`src/rtl/vecIrqPkg.sv`:
```
package vecIrqPkg;
  localparam int NUM_SRC = 5;
  // priority index: lower index wins
  localparam int SRC_NMI = 0;
  localparam int SRC_E75 = 1;
  localparam int SRC_L65 = 2;
  localparam int SRC_L55 = 3;
  localparam int SRC_GEN = 4;

  typedef struct packed {
    logic               take;
    logic [NUM_SRC-1:0] grant;
  } irqStrobe_t;
endpackage

```
`src/rtl/vecIrqEdge.sv`:
```
module vecIrqEdge (
  input  logic clk,
  input  logic rstN,
  input  logic lineIn,
  input  logic clrIn,
  output logic held
);
  logic prevLine;
  logic rise;

  assign rise = lineIn & ~prevLine;

  always_ff @(posedge clk or negedge rstN) begin
    if (!rstN) begin
      prevLine <= 1'b0;
      held     <= 1'b0;
    end else begin
      prevLine <= lineIn;
      held     <= (held & ~clrIn) | rise;
    end
  end


  edge_capture_chk: assert property (@(posedge clk) disable iff (!rstN)
    (lineIn && !prevLine) |=> held);

  edge_clear_chk: assert property (@(posedge clk) disable iff (!rstN)
    (clrIn && !(lineIn && !prevLine)) |=> !held);
endmodule

```
`src/rtl/vecIrqCtrl.sv`:
```
module vecIrqCtrl
  import vecIrqPkg::*;
(
  input  logic               clk,
  input  logic               rstN,
  input  logic [NUM_SRC-1:0] liveReq,
  input  logic               instrDone,
  input  logic               holdReq,
  output irqStrobe_t         strobe,
  output logic               irqPending
);
  logic [NUM_SRC-1:0] firstOne;
  logic               anyLive;

  always_comb begin
    logic found;
    found    = 1'b0;
    firstOne = '0;
    for (int i = 0; i < NUM_SRC; i++) begin
      if (liveReq[i] && !found) begin
        firstOne[i] = 1'b1;
        found       = 1'b1;
      end
    end
  end

  assign anyLive      = |liveReq;
  assign irqPending   = anyLive & ~holdReq;
  assign strobe.take  = instrDone & ~holdReq & anyLive;
  assign strobe.grant = strobe.take ? firstOne : '0;


  one_grant_chk: assert property (@(posedge clk) disable iff (!rstN)
    strobe.take |-> $onehot(strobe.grant));

  nmi_first_chk: assert property (@(posedge clk) disable iff (!rstN)
    (strobe.take && liveReq[SRC_NMI]) |-> strobe.grant[SRC_NMI]);

  hold_block_chk: assert property (@(posedge clk) disable iff (!rstN)
    holdReq |-> (strobe.grant == '0));
endmodule

```
`src/rtl/vecIrqPath.sv`:
```
module vecIrqPath
  import vecIrqPkg::*;
#(
  parameter int             VEC_W   = 16,
  parameter int             MASK_W  = 3,
  parameter logic [VEC_W-1:0] VEC_NMI = 16'h0024,
  parameter logic [VEC_W-1:0] VEC_E75 = 16'h003C,
  parameter logic [VEC_W-1:0] VEC_L65 = 16'h0034,
  parameter logic [VEC_W-1:0] VEC_L55 = 16'h002C
) (
  input  logic               clk,
  input  logic               rstN,
  input  logic               nmiReq,
  input  logic               edge75Req,
  input  logic               lvl65Req,
  input  logic               lvl55Req,
  input  logic               genReq,
  input  logic               maskWe,
  input  logic [MASK_W-1:0]  maskData,
  input  logic               enableSet,
  input  logic               enableClr,
  input  logic               latch75Clr,
  input  irqStrobe_t         strobe,
  output logic [NUM_SRC-1:0] liveReq,
  output logic               vecValid,
  output logic [VEC_W-1:0]   vecAddr,
  output logic               ackReq
);
  localparam int NUM_EDGE = 2;
  localparam logic [VEC_W-1:0] VEC_TAB [NUM_SRC] =
    '{VEC_NMI, VEC_E75, VEC_L65, VEC_L55, {VEC_W{1'b0}}};

  logic [MASK_W-1:0]   maskReg;
  logic                gEnable;
  logic [NUM_EDGE-1:0] edgeIn;
  logic [NUM_EDGE-1:0] edgeClr;
  logic [NUM_EDGE-1:0] edgeHeld;
  logic                maskTake;
  logic [VEC_W-1:0]    nextVec;

  assign edgeIn  = {edge75Req, nmiReq};
  assign edgeClr = {latch75Clr | strobe.grant[SRC_E75], strobe.grant[SRC_NMI]};

  for (genvar g = 0; g < NUM_EDGE; g++) begin : gEdge
    vecIrqEdge u_edge (
      .clk    (clk),
      .rstN   (rstN),
      .lineIn (edgeIn[g]),
      .clrIn  (edgeClr[g]),
      .held   (edgeHeld[g])
    );
  end

  assign liveReq[SRC_NMI] = edgeHeld[0] & nmiReq;
  assign liveReq[SRC_E75] = edgeHeld[1] & ~maskReg[2] & gEnable;
  assign liveReq[SRC_L65] = lvl65Req & ~maskReg[1] & gEnable;
  assign liveReq[SRC_L55] = lvl55Req & ~maskReg[0] & gEnable;
  assign liveReq[SRC_GEN] = genReq & gEnable;

  assign maskTake = strobe.take & (|strobe.grant[NUM_SRC-1:1]);

  always_comb begin
    nextVec = '0;
    for (int i = 0; i < NUM_SRC; i++) begin
      if (strobe.grant[i]) nextVec = nextVec | VEC_TAB[i];
    end
  end

  always_ff @(posedge clk or negedge rstN) begin
    if (!rstN) begin
      maskReg  <= '1;
      gEnable  <= 1'b0;
      vecValid <= 1'b0;
      vecAddr  <= '0;
      ackReq   <= 1'b0;
    end else begin
      if (maskWe) maskReg <= maskData;
      if (enableClr || maskTake) gEnable <= 1'b0;
      else if (enableSet)        gEnable <= 1'b1;
      vecValid <= strobe.take;
      vecAddr  <= strobe.take ? nextVec : '0;
      ackReq   <= strobe.take & strobe.grant[SRC_GEN];
    end
  end


  ack_vec_chk: assert property (@(posedge clk) disable iff (!rstN)
    ackReq |-> (vecValid && vecAddr == '0));

  idle_addr_chk: assert property (@(posedge clk) disable iff (!rstN)
    !vecValid |-> (vecAddr == '0));

  mask_take_chk: assert property (@(posedge clk) disable iff (!rstN)
    maskTake |=> !gEnable);

  enable_clr_chk: assert property (@(posedge clk) disable iff (!rstN)
    enableClr |=> !gEnable);
endmodule

```
`src/rtl/vecIrqUnit.sv`:
```
module vecIrqUnit
  import vecIrqPkg::*;
#(
  parameter int VEC_W  = 16,
  parameter int MASK_W = 3
) (
  input  logic              clk,
  input  logic              rstN,
  input  logic              nmiReq,
  input  logic              edge75Req,
  input  logic              lvl65Req,
  input  logic              lvl55Req,
  input  logic              genReq,
  input  logic              holdReq,
  input  logic              instrDone,
  input  logic              maskWe,
  input  logic [MASK_W-1:0] maskData,
  input  logic              enableSet,
  input  logic              enableClr,
  input  logic              latch75Clr,
  output logic              irqPending,
  output logic              vecValid,
  output logic [VEC_W-1:0]  vecAddr,
  output logic              ackReq
);
  irqStrobe_t         strobe;
  logic [NUM_SRC-1:0] liveReq;

  vecIrqCtrl u_ctrl (
    .clk        (clk),
    .rstN       (rstN),
    .liveReq    (liveReq),
    .instrDone  (instrDone),
    .holdReq    (holdReq),
    .strobe     (strobe),
    .irqPending (irqPending)
  );

  vecIrqPath #(.VEC_W(VEC_W), .MASK_W(MASK_W)) u_path (
    .clk        (clk),
    .rstN       (rstN),
    .nmiReq     (nmiReq),
    .edge75Req  (edge75Req),
    .lvl65Req   (lvl65Req),
    .lvl55Req   (lvl55Req),
    .genReq     (genReq),
    .maskWe     (maskWe),
    .maskData   (maskData),
    .enableSet  (enableSet),
    .enableClr  (enableClr),
    .latch75Clr (latch75Clr),
    .strobe     (strobe),
    .liveReq    (liveReq),
    .vecValid   (vecValid),
    .vecAddr    (vecAddr),
    .ackReq     (ackReq)
  );
endmodule

```
`config.mk`:
```
export PLATFORM = sky130hd
export DESIGN_NAME = vecIrqUnit
export DESIGN_NICKNAME = d
export VERILOG_FILES = /design/src/rtl/vecIrqPkg.sv /design/src/rtl/vecIrqEdge.sv /design/src/rtl/vecIrqCtrl.sv /design/src/rtl/vecIrqPath.sv /design/src/rtl/vecIrqUnit.sv
export SDC_FILE = /design/constraint.sdc
export NUM_CORES = 1
export LEC_CHECK = 0
export BUFFER_PORTS_ARGS = -buffer_cell sky130_fd_sc_hd__buf_2
export CAP_MARGIN = 40
export CELL_PAD_IN_SITES_DETAIL_PLACEMENT = 2
export CELL_PAD_IN_SITES_GLOBAL_PLACEMENT = 2
export CORE_AREA = 2 2 54 56
export DETAILED_ROUTE_END_ITERATION = 6
export DIE_AREA = 0 0 56 58
export PLACE_DENSITY = 0.79
export SLEW_MARGIN = 20
export SYNTH_ARGS = -nofsm -noshare
export SYNTH_HDL_FRONTEND = slang
export SYNTH_SLANG_ARGS = --single-unit
```
`constraint.sdc`:
```
create_clock -name clk -period 4.35 [get_ports clk]
set_clock_uncertainty 0.15 [all_clocks]
set_input_delay 0.435 -clock clk [delete_from_list [all_inputs] [get_ports clk]]
set_output_delay 0.435 -clock clk [all_outputs]
set_load 0.02 [all_outputs]
```
==> summary.txt <==
Hold path
  – Worst Hold Class: input pin to register
  – Worst Hold Depth: 1
  – Min-delay src: edge75Req

Layout
  – Design area: 782 um^2
  – Antenna Cells: 0
  – Share of cells above drive strength 1: 40.5%
  – Final #Nets: a little over 100
  – Final Util: 29.4%
  – Area Growth Syn to Fin: 19.7%

CTS
  – CTS max path bufs: 2
  – Clock latency on the worst-skew pair: 0.29 ns
  – # resized after CTS: 0
  – Cts-stage hold buffer count: 1
  – Clock sink total: 13
  – Htree depth: 1
  – Post-CTS setup repair buffer count: 0
  – CTS tree: built
  – Root Buffer: clkbuf_4
  – TritonCTS buffer count: 3
  – Clk pin slew, worst setup/hold paths: 0.08 ns

Critical path
  – Critical Path AT: 1.51 ns
  – Worst r2r path cells: 3
  – CP Max Fanout: 5
  – Setup crit start kind: register
  – Setup crit end kind: output port
  – Crit Path Class: register to output port
  – Max incr delay on CP: approximately 0.37 ns
  – Max stage delay cell, worst path: dfstp_2
  – Crit path from: u_path.maskReg[0]$_DFFE_PN1P_
  – Worst EP required: 3.76 ns
  – CP top delay family: flip-flops
  – Crit path buf inv count: 1
  – CP Depth: 4
  – Crit path cell chain: nor2b_1 -> o21ai_0 -> a31oi_1 -> buf_2
  – Reg2reg start: u_path.maskReg[2]$_DFFE_PN1P_

Run status
  – Status: completed

Flow run
  – Max Cap Viol: 0

Detailed routing
  – Initial drt markers: 2
  – Routed wire length: 1430 um
  – Drt wl/cell: 12.4 um
  – Vias: ~500
  – DRC violations left: 0
  – Final ANT Viol Nets: 0
  – Via density: approximately 4.3
  – DRT Pass-1 Iters: 3

STA
  – Max-slew violations: 0
  – RSZ-0062 raised after global routing: no
  – Final period util: 48.2%
  – Final setup fails: 0
  – FMAX: between 400 and 500 MHz
  – Final worst path period need: 2.10 ns
  – Setup TNS: 0 ns
  – Final count of hold timing violations: 0

Logic synthesis
  – Yosys Warn Count: 0
  – Synth Register Bits: 13
  – Sequential area share after synthesis: 50.4%
  – Avg Inst Size Synth: 11.1 um^2
  – Synth cell types: 23
  – Mapped Area: 653 um^2
  – Mapped Cells: 59

Die
  – Die W: 56 um
  – Initial Util: between 20% and 30%
  – Core footprint: 0.00266 mm^2
  – IO Count: 35
  – Row count: 19
  – Die Area: 0.00325 mm^2
  – Height of the die: around 58 um

Placed design
  – DP Area: 746 um^2
  – Placer congestion estimate: roughly 0.66
  – Port Buf Inserts: 22
  – Post-DP HPWL: 1120 um

Global route
  – First-pass GRT wire length: 2440 um
  – Total Routing Usage GR: 10.1%
  – Initial antenna violation count: 0
  – Vias in the first global route: 517
  – Largest net degree at the start of global routing: 14
  – Total global routing overflow: 0

Pwr
  – Cell leakage power: 0.413 nW
  – PD cells: 335 mW/mm^2
  – P_sw: 0.0767 mW
  – Final Power: approximately 0.26 mW
  – Combinational share of power: 18.6%
  – Clock power frac: 29.4%
  – Sw frac: 29.3%
  – P_int: 0.185 mW
  – Sequential share of power: between 50% and 60%
  – Peak VDD IR: approximately 0.0001 V
synthesized netlist by cell type:
master / instances / area [um^2]
buf_4: 13 / 97.6
dfrtp_1: 10 / 250
inv_1: 4 / 15.0
nor2b_1: 4 / 25.0
dfstp_2: 3 / 78.8
mux2_2: 3 / 33.8
nand2_1: 3 / 11.3
a31oi_1: 2 / 12.5
and3_1: 2 / 12.5
nor2_1: 2 / 7.51
a211oi_2: 1 / 12.5
a21oi_1: 1 / 5.00
a22o_1: 1 / 8.76
a32o_1: 1 / 10.0
conb_1: 1 / 3.75
nand3b_1: 1 / 7.51
nand4b_1: 1 / 8.76
nor2b_4: 1 / 13.8
o211a_1: 1 / 10.0
o21ai_0: 1 / 5.00
o21ai_1: 1 / 5.00
o31ai_1: 1 / 7.51
or4_4: 1 / 11.3
state kept, by name, summed over array words and instances, names as in the netlist:
| name | flops |
|---|---|
| u_path.maskReg | 3 |
| u_path.vecAddr | 3 |
| u_path.gEnable | 1 |
| u_path.ackReq | 1 |
| u_path.vecValid | 1 |
| u_path.gEdge.u_edge.prevLine | 2 |
| u_path.gEdge.u_edge.held | 2 |
power by group through the flow:
stage	clock, mW	sequential (mW)	combinational, mW
2_1_floorplan	0	0.139	0.0383
3_3_place_gp	0	0.138	0.0469
3_5_place_dp	0	0.139	0.0481
4_1_cts	0.0789	0.137	0.0495
5_1_grt	0.0872	0.137	0.0548
6_report	0.0769	0.136	0.0487
metal layers:
layer	routed length (um)	vias up	track usage (%)
met5	0	-	0
met3	146	2	3.79
met4	19	0	4.08
li1	-	225	-
met1	559	236	12.1
met2	705	28	16.3
cell families after synthesis:
family	count (synthesis)	share of synthesized area (%)
compound gates	10	11.7
flops	13	50.4
mux	3	5.17
other cells	1	0.574
buf+inv	17	17.2
simple gates	15	14.9
layout by cell type (no fill, tap or decap):
master | netlist | layout
a21oi_1 | 1 | 1
nor2_1 | 2 | 2
inv_1 | 4 | 4
dfrtp_1 | 10 | 10
and3_1 | 2 | 2
conb_1 | 1 | 12
or4_4 | 1 | 1
dlygate4sd3_1 | 0 | 1
nor2b_1 | 4 | 4
o21ai_0 | 1 | 1
clkbuf_1 | 0 | 1
nor2b_4 | 1 | 1
nand4b_1 | 1 | 1
dfstp_2 | 3 | 3
clkbuf_4 | 0 | 3
a211oi_2 | 1 | 1
buf_2 | 0 | 22
a31oi_1 | 2 | 2
o31ai_1 | 1 | 1
a32o_1 | 1 | 1
a22o_1 | 1 | 1
nand3b_1 | 1 | 1
o211a_1 | 1 | 1
nand2_1 | 3 | 3
mux2_2 | 3 | 3
o21ai_1 | 1 | 1
final cells by class:
class / count / area [um^2]
repair buffers: 23 / 120
inverters: 4 / 15.0
clock buffers: 4 / 26.3
fillers: 312 / 1880
flip-flops and latches: 13 / 329
multi-input cells: 40 / 253
well taps: 31 / 38.8
worst paths after layout:
kind                                                        endpoint  slack (ns)
max                                                       irqPending        2.25
min                        u_path.gEdge[1].u_edge.prevLine$_DFF_PN0_        0.12
max reg2reg                               u_path.gEnable$_DFFE_PN0P_        2.77
min reg2reg                    u_path.gEdge[0].u_edge.held$_DFF_PN0_        0.39
max in group asynchronous              u_path.maskReg[0]$_DFFE_PN1P_        3.36
min in group asynchronous  u_path.gEdge[0].u_edge.prevLine$_DFF_PN0_        0.41
per-stage QoR:
step                      std cells  hold WS (ns)  setup slack, ns
after floorplan                  70       -0.0106             2.55
after global placement          110         0.180             2.44
after detailed placement        110         0.194             2.40
after CTS                       115         0.119             2.22
after global routing            115         0.119             2.05
final                           115         0.119             2.25
Power figures use the tool's default switching activity.
